[src/rtl/occ_fifo_pkg.sv]
package occ_fifo_pkg;

    typedef enum logic {
        RD_STD  = 1'b0,
        RD_LOOK = 1'b1
    } rd_mode_e;

    function automatic logic lvl_at_least(int lvl, int thr);
        return lvl >= thr;
    endfunction

    function automatic logic lvl_at_most(int lvl, int thr);
        return lvl <= thr;
    endfunction

endpackage

[src/rtl/occ_fifo_mem.sv]
module occ_fifo_mem #(
    parameter int DW    = 8,
    parameter int DEPTH = 16,
    parameter int AW    = $clog2(DEPTH)
) (
    input  logic          clk,
    input  logic          rst,
    input  logic          we,
    input  logic [AW-1:0] waddr,
    input  logic [DW-1:0] wdata,
    input  logic          re,
    input  logic [AW-1:0] raddr,
    output logic [DW-1:0] rdata
);
    logic [DW-1:0] cells [DEPTH];

    always_ff @(posedge clk) begin
        if (we) cells[waddr] <= wdata;
    end

    always_ff @(posedge clk) begin
        if (rst)     rdata <= '0;
        else if (re) rdata <= cells[raddr];
    end
endmodule

[src/rtl/occ_fifo_ptrs.sv]
module occ_fifo_ptrs
    import occ_fifo_pkg::*;
#(
    parameter int DEPTH = 16,
    parameter int AW    = $clog2(DEPTH),
    parameter int PW    = AW + 1
) (
    input  logic          clk,
    input  logic          rst,
    input  rd_mode_e      mode,
    input  logic          wr_en,
    input  logic          rd_en_n,
    input  logic          rd_cs_n,
    input  logic          rt_mode,
    input  logic          rt_go,
    output logic          wr_ok,
    output logic [AW-1:0] waddr,
    output logic          fetch,
    output logic [AW-1:0] raddr,
    output logic          empty,
    output logic          full,
    output logic          rd_echo_n,
    output logic          rt_act,
    output logic [PW:0]   fill_lvl,
    output logic [PW-1:0] mark_lvl
);
    logic [PW-1:0] wr_ptr, rd_ptr, mark_ptr, head, mem_cnt, keep_cnt;
    logic          out_v, look, rewind, rd_req, have, rd_ok;

    assign look     = (mode == RD_LOOK);
    assign mem_cnt  = wr_ptr - rd_ptr;
    assign head     = rd_ptr - PW'(out_v);
    assign mark_lvl = wr_ptr - mark_ptr;
    assign keep_cnt = rt_act ? mark_lvl : mem_cnt;
    assign full     = (keep_cnt == PW'(DEPTH));
    assign wr_ok    = wr_en && !full;
    assign rewind   = rt_go && rt_act;
    assign rd_req   = !rd_en_n && !rd_cs_n && !rewind;
    assign have     = look ? out_v : (mem_cnt != '0);
    assign rd_ok    = rd_req && have;
    assign fetch    = !rewind && (mem_cnt != '0) && (look ? (!out_v || rd_ok) : rd_ok);
    assign empty    = !have;
    assign waddr    = wr_ptr[AW-1:0];
    assign raddr    = rd_ptr[AW-1:0];
    assign fill_lvl = {1'b0, mem_cnt} + (PW+1)'(out_v);

    always_ff @(posedge clk) begin
        if (rst) begin
            wr_ptr    <= '0;
            rd_ptr    <= '0;
            mark_ptr  <= '0;
            out_v     <= 1'b0;
            rt_act    <= 1'b0;
            rd_echo_n <= 1'b1;
        end else begin
            if (wr_ok) wr_ptr <= wr_ptr + PW'(1);
            if (rewind) begin
                rd_ptr <= mark_ptr;
                out_v  <= 1'b0;
            end else begin
                if (fetch) rd_ptr <= rd_ptr + PW'(1);
                if (look && fetch)      out_v <= 1'b1;
                else if (look && rd_ok) out_v <= 1'b0;
            end
            if (rt_mode && !rt_act) mark_ptr <= head;
            rt_act    <= rt_mode;
            rd_echo_n <= !rd_ok;
        end
    end

    a_r4_no_overflow: assert property (@(posedge clk) disable iff (rst)
        mem_cnt <= PW'(DEPTH));
    a_r4_full_blocks_write: assert property (@(posedge clk) disable iff (rst)
        full |=> $stable(wr_ptr));
    a_r4_empty_no_pop: assert property (@(posedge clk) disable iff (rst)
        (mem_cnt == '0 && !rewind) |=> $stable(rd_ptr));
    a_r9_echo_needs_request: assert property (@(posedge clk) disable iff (rst)
        !rd_echo_n |-> $past(!rd_en_n && !rd_cs_n));
    a_r10_mark_frozen: assert property (@(posedge clk) disable iff (rst)
        rt_act |=> $stable(mark_ptr));
endmodule

[src/rtl/occ_fifo_flags.sv]
module occ_fifo_flags
    import occ_fifo_pkg::*;
#(
    parameter int DEPTH = 16,
    parameter int AW    = $clog2(DEPTH),
    parameter int OW    = AW + 1,
    parameter int PW    = AW + 1,
    parameter int DEF_M = 2,
    parameter int DEF_N = 2
) (
    input  logic          clk,
    input  logic          rst,
    input  rd_mode_e      mode,
    input  logic          rt_act,
    input  logic          wr_ok,
    input  logic          off_ld_full,
    input  logic          off_ld_empty,
    input  logic [OW-1:0] off_val,
    input  logic [PW:0]   fill_lvl,
    input  logic [PW-1:0] mark_lvl,
    output logic          almost_full_n,
    output logic          almost_empty_n
);
    logic [OW-1:0] m_off, n_off;
    logic          touched;
    int            af_thr, af_lvl, ae_thr;

    always_ff @(posedge clk) begin
        if (rst) begin
            m_off   <= OW'(DEF_M);
            n_off   <= OW'(DEF_N);
            touched <= 1'b0;
        end else begin
            if (wr_ok) touched <= 1'b1;
            if (!touched && off_ld_full)  m_off <= off_val;
            if (!touched && off_ld_empty) n_off <= off_val;
        end
    end

    always_comb begin
        af_thr = DEPTH + (((mode == RD_LOOK) && !rt_act) ? 1 : 0) - int'(m_off);
        af_lvl = rt_act ? int'(mark_lvl) : int'(fill_lvl);
        ae_thr = int'(n_off) + ((mode == RD_LOOK) ? 1 : 0);
        almost_full_n  = !lvl_at_least(af_lvl, af_thr);
        almost_empty_n = !lvl_at_most(int'(fill_lvl), ae_thr);
    end

    a_r8_offsets_locked: assert property (@(posedge clk) disable iff (rst)
        touched |=> ($stable(m_off) && $stable(n_off)));
endmodule

[src/rtl/occ_fifo.sv]
module occ_fifo
    import occ_fifo_pkg::*;
#(
    parameter int DW    = 8,
    parameter int DEPTH = 16,
    parameter int DEF_M = 2,
    parameter int DEF_N = 2,
    localparam int AW   = $clog2(DEPTH),
    localparam int OW   = AW + 1,
    localparam int PW   = AW + 1
) (
    input  logic          clk,
    input  logic          rst,
    input  logic          fwft_sel,
    input  logic          wr_en,
    input  logic [DW-1:0] wr_data,
    input  logic          rd_en_n,
    input  logic          rd_cs_n,
    input  logic          rt_mode,
    input  logic          rt_go,
    input  logic          off_ld_full,
    input  logic          off_ld_empty,
    input  logic [OW-1:0] off_val,
    output logic [DW-1:0] rd_data,
    output logic          empty,
    output logic          full,
    output logic          almost_full_n,
    output logic          almost_empty_n,
    output logic          rd_echo_n,
    output logic          echo_clk
);
    rd_mode_e      mode;
    logic          wr_ok, fetch, rt_act;
    logic [AW-1:0] waddr, raddr;
    logic [PW:0]   fill_lvl;
    logic [PW-1:0] mark_lvl;

    assign mode     = rd_mode_e'(fwft_sel);
    assign echo_clk = clk;

    occ_fifo_ptrs #(.DEPTH(DEPTH), .AW(AW), .PW(PW)) u_ptrs (
        .clk(clk), .rst(rst), .mode(mode), .wr_en(wr_en),
        .rd_en_n(rd_en_n), .rd_cs_n(rd_cs_n), .rt_mode(rt_mode), .rt_go(rt_go),
        .wr_ok(wr_ok), .waddr(waddr), .fetch(fetch), .raddr(raddr),
        .empty(empty), .full(full), .rd_echo_n(rd_echo_n), .rt_act(rt_act),
        .fill_lvl(fill_lvl), .mark_lvl(mark_lvl)
    );

    occ_fifo_mem #(.DW(DW), .DEPTH(DEPTH), .AW(AW)) u_mem (
        .clk(clk), .rst(rst), .we(wr_ok), .waddr(waddr), .wdata(wr_data),
        .re(fetch), .raddr(raddr), .rdata(rd_data)
    );

    occ_fifo_flags #(.DEPTH(DEPTH), .AW(AW), .OW(OW), .PW(PW),
                     .DEF_M(DEF_M), .DEF_N(DEF_N)) u_flags (
        .clk(clk), .rst(rst), .mode(mode), .rt_act(rt_act), .wr_ok(wr_ok),
        .off_ld_full(off_ld_full), .off_ld_empty(off_ld_empty), .off_val(off_val),
        .fill_lvl(fill_lvl), .mark_lvl(mark_lvl),
        .almost_full_n(almost_full_n), .almost_empty_n(almost_empty_n)
    );

    a_r1_after_reset: assert property (@(posedge clk) disable iff (rst)
        $past(rst) |-> (empty && !full && !almost_empty_n && rd_echo_n));
endmodule

[config.mk]
export PLATFORM = sky130hd
export DESIGN_NAME = occ_fifo
export DESIGN_NICKNAME = d
export VERILOG_FILES = /design/src/rtl/occ_fifo_pkg.sv /design/src/rtl/occ_fifo_mem.sv /design/src/rtl/occ_fifo_ptrs.sv /design/src/rtl/occ_fifo_flags.sv /design/src/rtl/occ_fifo.sv
export SDC_FILE = /design/constraint.sdc
export NUM_CORES = 1
export LEC_CHECK = 0
export CORE_MARGIN = 2
export CORE_UTILIZATION = 40
export CTS_CLUSTER_SIZE = 16
export DETAILED_ROUTE_END_ITERATION = 8
export SLEW_MARGIN = 20
export SYNTH_ARGS = -nofsm -noshare
export SYNTH_HDL_FRONTEND = slang
export SYNTH_HIERARCHICAL = 1
export SYNTH_SLANG_ARGS = --single-unit
[constraint.sdc]
create_clock -name clk -period 10.6 [get_ports clk]
set_clock_uncertainty 0.1 [all_clocks]
set_input_delay 1.59 -clock clk [delete_from_list [all_inputs] [get_ports clk]]
set_output_delay 1.59 -clock clk [all_outputs]
set_load 0.01 [all_outputs]
==> out/metrics.cfg <==
[cts]
path_clk_slew_ns=0.06
cts_tree=built
worstSkewPairLatency_ns=0.54
postCtsResizedCells=0
post_cts.repair.setup_buffers=0
hold_buffers=0

[sta]
worstMarginPinSlew_ns=1.14
maxSlewHeadroom_pct=24.1
fin_ws_ns=2.90
setup_violations=0
setup_tns_ns=0
hold_violations=0
rsz0062_at_grt=no
slew_violations=0
hold_ws_ns=0.361

[place]
routabilityCongestion=0.792
numPortBuffers=36
hpwl_um=10600
dpl_cell_area_um2=8210
pre_cts_ws_ns=3.16

[pwr]
p_sw_uw=510
pwr-share-seq_pct=41.3
p_total_mw=1.84
power.share.switching_pct=27.7
intPower_mw=1.33
p_clk_share_pct=36.4
power_density_nw_per_um2=208
vdd_drop_max_uv=136
cellLeakagePower_nw=3.07
pwr-share-comb_pct=22.3

[min_path]
hold_depth=2
hold_start=u_mem/rdata[3]
min_path_type=register to register
min_to=u_mem/rdata[3]

[die]
die_height_um=143
core_um2=18800
rows=50
dieArea_um2=20400
initial_core_util_pct=40.9
die_x_um=143
ios=37

[drt]
ant_nets=0
avgViaCountPerCell=5.19
vias=4624
wl_per_cell_um=18.3
firstDrtPassIters=4
route.detailed.drc=0
finalWirelength_um=16300
drt_iter0_markers=238

[synth]
synth.top_cell.area_share_pct=49.9
yosysSeqAreaShare_pct=59.5
async_reset_ff_share_pct=0
synth_edf_count=128
ys_top_cells_by_area=edfxtp_1, dfxtp_1, mux2i_1
ys_ff_latch=165
yosys_warnings=6
synth_nets=636
synth_top_area_cell=edfxtp_1
synth_cell_types=57
synth_area_um2=7700
syn_area_per_cell_um2=13.3
synthFlopType=edfxtp_1
syn_inst=581

[layout]
fillCellCount=1657
n_antenna_cell=0
drive_gt1_share_pct=9.98
fin_nets=673
stdcell_area_um2=8870
area_growth_syn_to_layout_pct=15.2

[grt]
grt-ovfl-total=0
grt_pass1_wl_um=25700
antenna_found_initial=0
grt_usage_pct=17.1
grt_max_degree=65
grt_pass1_vias=4688

[critical_path]
regToRegEndpoint=u_mem/cells[2][2]
end_kind=output port
crit_type=clock port to output port
arrival_ns=6.01
path_max_fanout=2
crit_path_start_kind=clock port
worstReg2RegStart=u_ptrs/wr_ptr[0]
cp.required_ns=8.91
reg2regPathDepth=10
r2r_setup_slack_ns=6.04

[outcome]
status=completed

[run]
max_cap_viol_count=0

[cell usage in the layout (no fill, tap or decap), types with 3 or more instances in the layout]
cell type and count:
nand2b_1 10, nand3b_1 3, a31oi_1 3, mux2_1 5, nand3_1 35, clkinv_4 4
a211oi_1 5, a21oi_1 18, a22oi_1 25, inv_1 26, xnor2_1 12, nor3_1 7
nor3b_2 3, clkbuf_16 20, nand4_1 3, mux2i_1 74, clkdlybuf4s50_1 36, buf_4 9
nand2_1 26, nor2_1 41, or3_2 4, nor2b_1 10, edfxtp_1 128, ha_1 30
dfxtp_1 36, clkbuf_1 3, xor2_1 8, or4_1 3
[final cells by class]
cell class | count | area (um2) | area share (%)
inverters | 26 | 97.6 | 1.10
multi-input cells | 360 | 2770 | 31.2
clock buffers | 26 | 549 | 6.19
repair buffers | 44 | 418 | 4.71
well taps | 260 | 325 | 3.67
flip-flops and latches | 165 | 4590 | 51.7
clock inverters | 10 | 124 | 1.40
[worst max path at each step]
stage	from	end	slack (ns)	cells after the start
after floorplan	clk	echo_clk	3.49	1
after global placement	clk	echo_clk	3.16	1
after detailed placement	clk	echo_clk	3.16	1
after global routing	clk	echo_clk	2.88	3
after CTS	clk	echo_clk	2.90	3
final	clk	echo_clk	2.90	3
[state kept, by name (all words and copies together) (netlist names), 5 cells and up]
register	flops
u_mem/cells	128
u_ptrs/wr_ptr	5
u_mem/rdata	8
u_ptrs/rd_ptr	5
u_flags/m_off	5
u_flags/n_off	5
u_ptrs/mark_ptr	5
[routing by layer]
metal	track usage, %	vias to the layer above	share of wire [%]
li1	-	2226	-
met1	21.9	2284	44
met2	28.4	100	50
met3	3.55	14	4.4
met4	6.83	0	1.7
met5	0	-	0
[power groups by stage]
stage,registers [mW],clock network (mW),logic (mW)
after floorplan,0.768,0.00777,0.289
after global placement,0.774,0.00960,0.400
after detailed placement,0.775,0.00960,0.413
after CTS,0.761,0.686,0.416
after global routing,0.766,0.716,0.459
final,0.761,0.671,0.412
[through the flow]
step	instances	util, %
6_report	891	47.1
5_1_grt	891	47.1
4_1_cts	891	47.1
3_5_place_dp	856	43.6
3_3_place_gp	856	43.6
2_1_floorplan	581	-
[logic make-up after synthesis]
group / Yosys count / synth area share [%]
flops: 165 / 59.5
simple gates: 154 / 10.6
mux: 80 / 10.5
compound gates: 73 / 7.02
buf+inv: 56 / 4.50
fa+ha+maj: 32 / 5.39
xor+xnor: 21 / 2.49
[critical path, cell delays in order]
cell             delay (ns)
clkbuf_16              0.12
clkbuf_16              0.13
clkdlybuf4s50_1        0.46
[cell usage after synthesis (all sizes together) (6+ instances only)]
cell	number
nor3	7
ha	30
xnor2	12
nor2b	10
nor2	41
mux2	6
nand2b	10
mux2i	74
a21oi	18
nand2	26
edfxtp	128
dfxtp	37
inv	26
xor2	9
buf	27
a22oi	25
a211oi	6
nand3	35
No activity file was read; power rests on OpenSTA's default activity.
